[config.mk]
export PLATFORM = sky130hd
export DESIGN_NAME = spindle_mode_ctrl
export DESIGN_NICKNAME = d
export VERILOG_FILES = /design/src/rtl/spm_pkg.sv /design/src/rtl/spm_mode_fsm.sv /design/src/rtl/spm_step_gate.sv /design/src/rtl/spm_inc_arb.sv /design/src/rtl/spm_mono_det.sv /design/src/rtl/spindle_mode_ctrl.sv
export SDC_FILE = /design/constraint.sdc
export NUM_CORES = 1
export LEC_CHECK = 0
export ABC_AREA = 0
export BUFFER_PORTS_ARGS = -buffer_cell sky130_fd_sc_hd__clkbuf_2
export CAP_MARGIN = 20
export CORE_MARGIN = 1
export CORE_UTILIZATION = 50
export DETAILED_ROUTE_END_ITERATION = 6
export MAX_ROUTING_LAYER = met4
export PLACE_DENSITY = 0.84
export SLEW_MARGIN = 20
export SYNTH_ARGS = -nofsm -noshare
export SYNTH_HDL_FRONTEND = slang
export SYNTH_SLANG_ARGS = --single-unit
[constraint.sdc]
create_clock -name clk -period 1.82 [get_ports clk]
set_clock_uncertainty 0.1 [all_clocks]
set_input_delay 0.182 -clock clk [delete_from_list [all_inputs] [get_ports clk]]
set_output_delay 0.182 -clock clk [all_outputs]
set_load 0.005 [all_outputs]
[src/rtl/spm_pkg.sv]
package spm_pkg;

   localparam int MODE_W = 5;

   typedef enum logic [MODE_W-1:0] {
      M_TRI   = 5'b00001,
      M_START = 5'b00010,
      M_RUN   = 5'b00100,
      M_PARK  = 5'b01000,
      M_BRAKE = 5'b10000
   } spm_mode_e;

endpackage

[src/rtl/spm_mode_fsm.sv]
module spm_mode_fsm
   import spm_pkg::*;
(
   input  logic      clk,
   input  logic      rst_n,
   input  logic      out_en_i,
   input  logic      run_i,
   input  logic      at_speed_i,
   input  logic      brake_tmo_i,
   output spm_mode_e mode_o,
   output logic      hiz_o,
   output logic      brake_o,
   output logic      park_o
);

   spm_mode_e mode_q, mode_d;
   logic      run_q;
   logic      run_rise, run_fall;

   assign run_rise = run_i & ~run_q;
   assign run_fall = ~run_i & run_q;

   always_ff @(posedge clk or negedge rst_n) begin
      if (!rst_n) begin
         mode_q <= M_TRI;
         run_q  <= 1'b0;
      end else begin
         mode_q <= mode_d;
         run_q  <= run_i;
      end
   end

   always_comb begin
      mode_d = mode_q;
      unique case (mode_q)
         M_TRI: begin
            if (run_rise && out_en_i) mode_d = M_START;
         end
         M_START: begin
            if (run_fall)        mode_d = M_PARK;
            else if (at_speed_i) mode_d = M_RUN;
         end
         M_RUN: begin
            if (run_fall) mode_d = M_PARK;
         end
         M_PARK: begin
            if (run_rise && out_en_i) mode_d = M_START;
            else if (brake_tmo_i)     mode_d = M_BRAKE;
         end
         M_BRAKE: begin
            if (run_rise && out_en_i) mode_d = M_START;
         end
         default: mode_d = M_TRI;
      endcase
   end

   assign mode_o  = mode_q;
   assign park_o  = (mode_q == M_PARK);
   assign brake_o = (mode_q == M_BRAKE) & out_en_i;
   assign hiz_o   = ~out_en_i | (mode_q == M_TRI) | (mode_q == M_PARK);

endmodule

[src/rtl/spm_step_gate.sv]
module spm_step_gate #(
   parameter int SYNC_STAGES = 2,
   parameter int MIN_GAP     = 200
) (
   input  logic clk,
   input  logic rst_n,
   input  logic step_i,
   input  logic dis_i,
   input  logic allow_i,
   output logic acc_o
);

   localparam int GAP_W = (MIN_GAP > 1) ? $clog2(MIN_GAP + 1) : 1;

   generate
      if (SYNC_STAGES < 2) begin : g_bad_sync
         $error("spm_step_gate: SYNC_STAGES must be at least 2");
      end
      if (MIN_GAP < 1) begin : g_bad_gap
         $error("spm_step_gate: MIN_GAP must be at least 1");
      end
   endgenerate

   logic [SYNC_STAGES-1:0] sync_q;
   logic                   last_q;
   logic                   edge_w;
   logic                   gap_ok;

   genvar gi;
   generate
      for (gi = 0; gi < SYNC_STAGES; gi++) begin : g_sync
         if (gi == 0) begin : g_first
            always_ff @(posedge clk or negedge rst_n) begin
               if (!rst_n) sync_q[gi] <= 1'b0;
               else        sync_q[gi] <= step_i;
            end
         end else begin : g_next
            always_ff @(posedge clk or negedge rst_n) begin
               if (!rst_n) sync_q[gi] <= 1'b0;
               else        sync_q[gi] <= sync_q[gi-1];
            end
         end
      end
   endgenerate

   always_ff @(posedge clk or negedge rst_n) begin
      if (!rst_n) last_q <= 1'b0;
      else        last_q <= sync_q[SYNC_STAGES-1];
   end

   assign edge_w = sync_q[SYNC_STAGES-1] & ~last_q;
   assign acc_o  = edge_w & ~dis_i & allow_i & gap_ok;

   generate
      if (MIN_GAP > 1) begin : g_spacing
         logic [GAP_W-1:0] gap_q;
         always_ff @(posedge clk or negedge rst_n) begin
            if (!rst_n)             gap_q <= '0;
            else if (acc_o)         gap_q <= GAP_W'(MIN_GAP - 1);
            else if (gap_q != '0)   gap_q <= gap_q - 1'b1;
         end
         assign gap_ok = (gap_q == '0);
      end else begin : g_no_spacing
         assign gap_ok = 1'b1;
      end
   endgenerate

endmodule

[src/rtl/spm_inc_arb.sv]
module spm_inc_arb (
   input  logic clk,
   input  logic rst_n,
   input  logic host_i,
   input  logic int_i,
   input  logic int_allow_i,
   output logic fire_o,
   output logic seq_inc_o
);

   logic pend_q, pend_d;
   logic int_req;

   assign int_req = int_i & int_allow_i;

   always_comb begin
      fire_o = 1'b0;
      pend_d = pend_q & int_allow_i;
      if (host_i) begin
         fire_o = 1'b1;
         pend_d = (pend_q & int_allow_i) | int_req;
      end else if (pend_q && int_allow_i) begin
         fire_o = 1'b1;
         pend_d = int_req;
      end else if (int_req) begin
         fire_o = 1'b1;
         pend_d = 1'b0;
      end
   end

   always_ff @(posedge clk or negedge rst_n) begin
      if (!rst_n) begin
         pend_q    <= 1'b0;
         seq_inc_o <= 1'b0;
      end else begin
         pend_q    <= pend_d;
         seq_inc_o <= fire_o;
      end
   end

endmodule

[src/rtl/spm_mono_det.sv]
module spm_mono_det #(
   parameter int CNT_W = 3
) (
   input  logic clk,
   input  logic rst_n,
   input  logic zc_i,
   input  logic fire_i,
   input  logic dis_i,
   output logic mono_o
);

   generate
      if (CNT_W < 2) begin : g_bad_cnt
         $error("spm_mono_det: CNT_W must be at least 2");
      end
   endgenerate

   localparam logic [CNT_W-1:0] CNT_MAX = '1;
   localparam logic [CNT_W-1:0] CNT_TWO = CNT_W'(2);

   logic [CNT_W-1:0] zc_cnt_q;

   always_ff @(posedge clk or negedge rst_n) begin
      if (!rst_n) begin
         zc_cnt_q <= '0;
         mono_o   <= 1'b1;
      end else if (dis_i) begin
         zc_cnt_q <= '0;
         mono_o   <= 1'b1;
      end else if (fire_i) begin
         zc_cnt_q <= '0;
         mono_o   <= (zc_cnt_q != CNT_TWO);
      end else if (zc_i && zc_cnt_q != CNT_MAX) begin
         zc_cnt_q <= zc_cnt_q + 1'b1;
      end
   end

endmodule

[src/rtl/spindle_mode_ctrl.sv]
module spindle_mode_ctrl
   import spm_pkg::*;
#(
   parameter int SYNC_STAGES = 2,
   parameter int MIN_GAP_CYC = 200,
   parameter int ZC_CNT_W    = 3
) (
   input  logic              clk,
   input  logic              rst_n,
   input  logic              out_en_i,
   input  logic              run_i,
   input  logic              step_i,
   input  logic              step_dis_i,
   input  logic              brake_tmo_i,
   input  logic              su_adv_i,
   input  logic              at_speed_i,
   input  logic              zc_i,
   output logic [MODE_W-1:0] mode_o,
   output logic              hiz_o,
   output logic              brake_o,
   output logic              park_o,
   output logic              seq_inc_o,
   output logic              mono_flag_o
);

   spm_mode_e mode_w;
   logic      host_allow, int_allow;
   logic      host_acc, fire_w;

   spm_mode_fsm u_fsm (
      .clk         (clk),
      .rst_n       (rst_n),
      .out_en_i    (out_en_i),
      .run_i       (run_i),
      .at_speed_i  (at_speed_i),
      .brake_tmo_i (brake_tmo_i),
      .mode_o      (mode_w),
      .hiz_o       (hiz_o),
      .brake_o     (brake_o),
      .park_o      (park_o)
   );

   assign host_allow = (mode_w == M_TRI) | (mode_w == M_START) | (mode_w == M_RUN);
   assign int_allow  = (mode_w == M_START) | (mode_w == M_RUN);

   spm_step_gate #(
      .SYNC_STAGES (SYNC_STAGES),
      .MIN_GAP     (MIN_GAP_CYC)
   ) u_gate (
      .clk     (clk),
      .rst_n   (rst_n),
      .step_i  (step_i),
      .dis_i   (step_dis_i),
      .allow_i (host_allow),
      .acc_o   (host_acc)
   );

   spm_inc_arb u_arb (
      .clk         (clk),
      .rst_n       (rst_n),
      .host_i      (host_acc),
      .int_i       (su_adv_i),
      .int_allow_i (int_allow),
      .fire_o      (fire_w),
      .seq_inc_o   (seq_inc_o)
   );

   spm_mono_det #(
      .CNT_W (ZC_CNT_W)
   ) u_mono (
      .clk    (clk),
      .rst_n  (rst_n),
      .zc_i   (zc_i),
      .fire_i (fire_w),
      .dis_i  (step_dis_i),
      .mono_o (mono_flag_o)
   );

   assign mode_o = mode_w;

endmodule

==> impl_metrics.json <==
{
  "p_int_mw": 0.918,
  "syn_avg_cell_area_sq_um": 10.6,
  "grt_pass1_wl_um": 4570,
  "start_util_pct": 53.8,
  "synth_area_sq_um": 1360,
  "core-area_sq_um": 2520,
  "outcome": "finished clean",
  "ys_seq_area_share_pct": 42.6,
  "rrSetupSlack_ns": 0.07,
  "min_period_ns": 1.75,
  "slew_viol_final": 0,
  "setup_violations": 0,
  "p_total_mw": 1.39,
  "syn_to_final_growth_pct": 22.6,
  "synth_top_cell_by_area": "dfrtp_1",
  "r2r-end": "u_fsm.mode_o[3]$_DFFE_PN0P_",
  "clock-sinks": 23,
  "tightest_slew_ns": 0.547,
  "rr_startpoint": "u_fsm.mode_o[0]$_DFFE_PN1P_",
  "rsz0062_at_grt": "true",
  "diodes": 0,
  "clkPwrFrac_pct": 17.4,
  "ys_types": 51,
  "post-route-period-util_pct": 96.2,
  "vias": 1179,
  "power.leakage_nw": 0.746,
  "slew_headroom_pct": 63.6,
  "comb_power_share_pct": 39.3,
  "place_congestion": 0.849,
  "die_h_um": 54.1,
  "ios": 20,
  "routed_wirelength_um": 3020,
  "drtIter0Drc": 31,
  "power_density_nw_per_um2": 838,
  "critPathLaunch": "u_fsm.mode_o[0]$_DFFE_PN1P_",
  "clkLatencyLatePin_ns": 0.32,
  "r2r_cells": 5,
  "cp.required_ns": 1.95,
  "ir_worst_vdd_uv": 673,
  "cts_tree": "done",
  "synth_top_area_share_pct": 38.7,
  "fp.dieW_um": 54.1,
  "p_sw_share_pct": 34.2,
  "route.detailed.drc": 0,
  "drtAntennaViolNets": 0,
  "synthArstFlopShare_pct": 100,
  "hold_violations": 0,
  "routed_via_density": 6.02,
  "grt_max_degree": 24,
  "yosysWarnings": 0,
  "clk_pin_slew_ns": 0.13,
  "synthTopCellsByCount": "dfrtp_1, nand2_1, nor2_1, nor3_1",
  "crit_fanout": 7,
  "fin_area_sq_um": 1660,
  "fin_cells": 196,
  "rows": 18,
  "dieArea_sq_um": 2920,
  "hold_class": "input pin to register",
  "portBuffers": 19,
  "synth_most_common_cell": "dfrtp_1",
  "synth.area.top_cells": "dfrtp_1, dfstp_2, ha_1, mux2i_1, xor2_1",
  "timing.fmax_mhz": 571,
  "drv_cap": 0,
  "root_buffer": "clkbuf_4",
  "crit_type": "register to register",
  "nNetsFinal": 181,
  "htree_levels": 1,
  "place_inst": 181,
  "synth_enable_flop_cells": 0,
  "crit_path_end_kind": "register",
  "cp-endpoint": "u_fsm.mode_o[3]$_DFFE_PN0P_",
  "startpoint_type": "register",
  "ys.flop_type": "dfrtp_1",
  "drive_gt1_share_pct": 36.1,
  "synth.net_count": 142,
  "arrival_ns": 1.88,
  "antenna_found_initial": 0,
  "p_sw_mw": 0.476,
  "synth_seq_cells": 23,
  "netlist_instances": 128,
  "grt_pass1_vias": 1056,
  "cts-buffers-inserted": 3,
  "dpl_cell_area_sq_um": 1510,
  "track_usage_pct": 22.8,
  "clockBufferDepth": 2,
  "place_hpwl_um": 2120,
  "grt_overflow": 0,
  "wl_per_cell_um": 15.4,
  "post-route-util_pct": 65.9,
  "num-fill-cells": 191,
  "first_pass_iters": 4,
  "seqPwrFrac_pct": 43.4,
  "tns_ns": 0
}
==> flip-flops by register name, summed over array words and instances (netlist names) <==
register,count
u_gate.last_q,1
u_gate.g_spacing.gap_q,8
u_mono.zc_cnt_q,3
u_fsm.run_q,1
u_gate.sync_q,2
u_mono.mono_o,1
u_fsm.mode_o,5
u_arb.seq_inc_o,1
u_arb.pend_q,1
==> layer usage <==
metal	vias to the layer above	routed length, um	GRT usage, %
met5	-	0	-
met4	0	110	9.83
met3	15	182	4.24
met2	60	1470	34.6
met1	553	1250	29.8
li1	551	-	-
==> critical path, cell delays in order (launching register included) <==
cell      delay (ns)
dfstp_2         0.65
nor3b_1         0.10
a211oi_2        0.26
o32ai_2         0.14
buf_4           0.16
o32ai_2         0.24
==> final cells by class <==
class | instances | area (sq um) | share of cell area (%)
clock buffer | 3 | 22.5 | 1.35
clock inverter | 1 | 5.00 | 0.301
inverter | 6 | 22.5 | 1.35
multi-input combinational | 94 | 731 | 43.9
sequential | 23 | 582 | 35.0
tap | 30 | 37.5 | 2.26
timing repair buffer | 39 | 263 | 15.8
==> layout by cell type (no fill, tap or decap), types with 2 or more instances in the layout <==
master / n
a31oi_1: 3
o31ai_1: 3
ha_1: 3
a21oi_1: 5
clkbuf_4: 3
mux2i_1: 5
o32ai_2: 2
nand2b_1: 2
nor4_1: 2
o21ai_0: 5
inv_1: 6
dfrtp_2: 3
dfrtp_1: 18
nor2_1: 7
clkbuf_2: 20
buf_6: 2
xor2_1: 5
or3_2: 2
dfstp_2: 2
nand3b_1: 2
nor3_1: 7
nor3b_1: 2
and3_1: 2
nand2_1: 7
dlygate4sd3_1: 5
buf_4: 12
==> metrics by stage <==
stage,worst slack [ns],hold slack [ns]
after floorplan,0.0760,-0.214
after global placement,0.0721,0.0878
after detailed placement,-0.0698,0.0965
after CTS,0.000366,0.0413
after global routing,-0.0249,0.0425
final,0.0696,0.0665
==> what timing repair did <==
| item | in CTS | in global routing |
|---|---|---|
| pin swaps | 0 | 6 |
| hold buffers | 5 | 0 |
| setup endpoints to repair | 2 | 13 |
| buffers inserted | 4 | 2 |
| endpoints found under the hold margin | 27 | 0 |
| gates resized for setup | 1 | 10 |
==> logic make-up after synthesis <==
family | share of synthesized area, %
and+or+nand+nor | 23.3
muxes | 4.80
xor gates and xnor gates | 3.87
adders and majority gates | 3.69
DFF | 42.6
AOI/OAI and AO/OA | 16.8
buffers and inverters | 4.89
==> power by group through the flow <==
stage / Combinational, mW / Sequential [mW] / Clock, mW
3_5_place_dp: 0.448 / 0.622 / 0
3_3_place_gp: 0.436 / 0.616 / 0
4_1_cts: 0.500 / 0.599 / 0.248
6_report: 0.547 / 0.605 / 0.242
5_1_grt: 0.589 / 0.610 / 0.270
2_1_floorplan: 0.355 / 0.588 / 0
==> how the worst min path moves through the flow <==
stage,depth (start not counted),startpoint,endpoint,slack (ns)
5_1_grt,3,su_adv_i,u_arb.pend_q$_DFF_PN0_,0.04
6_report,3,at_speed_i,u_fsm.mode_o[2]$_DFFE_PN0P_,0.07
4_1_cts,3,su_adv_i,u_arb.pend_q$_DFF_PN0_,0.04
2_1_floorplan,0,rst_n,u_arb.pend_q$_DFF_PN0_,-0.21
3_3_place_gp,1,rst_n,u_gate.g_spacing.gap_q[2]$_DFFE_PN0P_,0.09
3_5_place_dp,1,rst_n,u_gate.g_spacing.gap_q[3]$_DFFE_PN0P_,0.1
(Power assumes the default switching activity.)
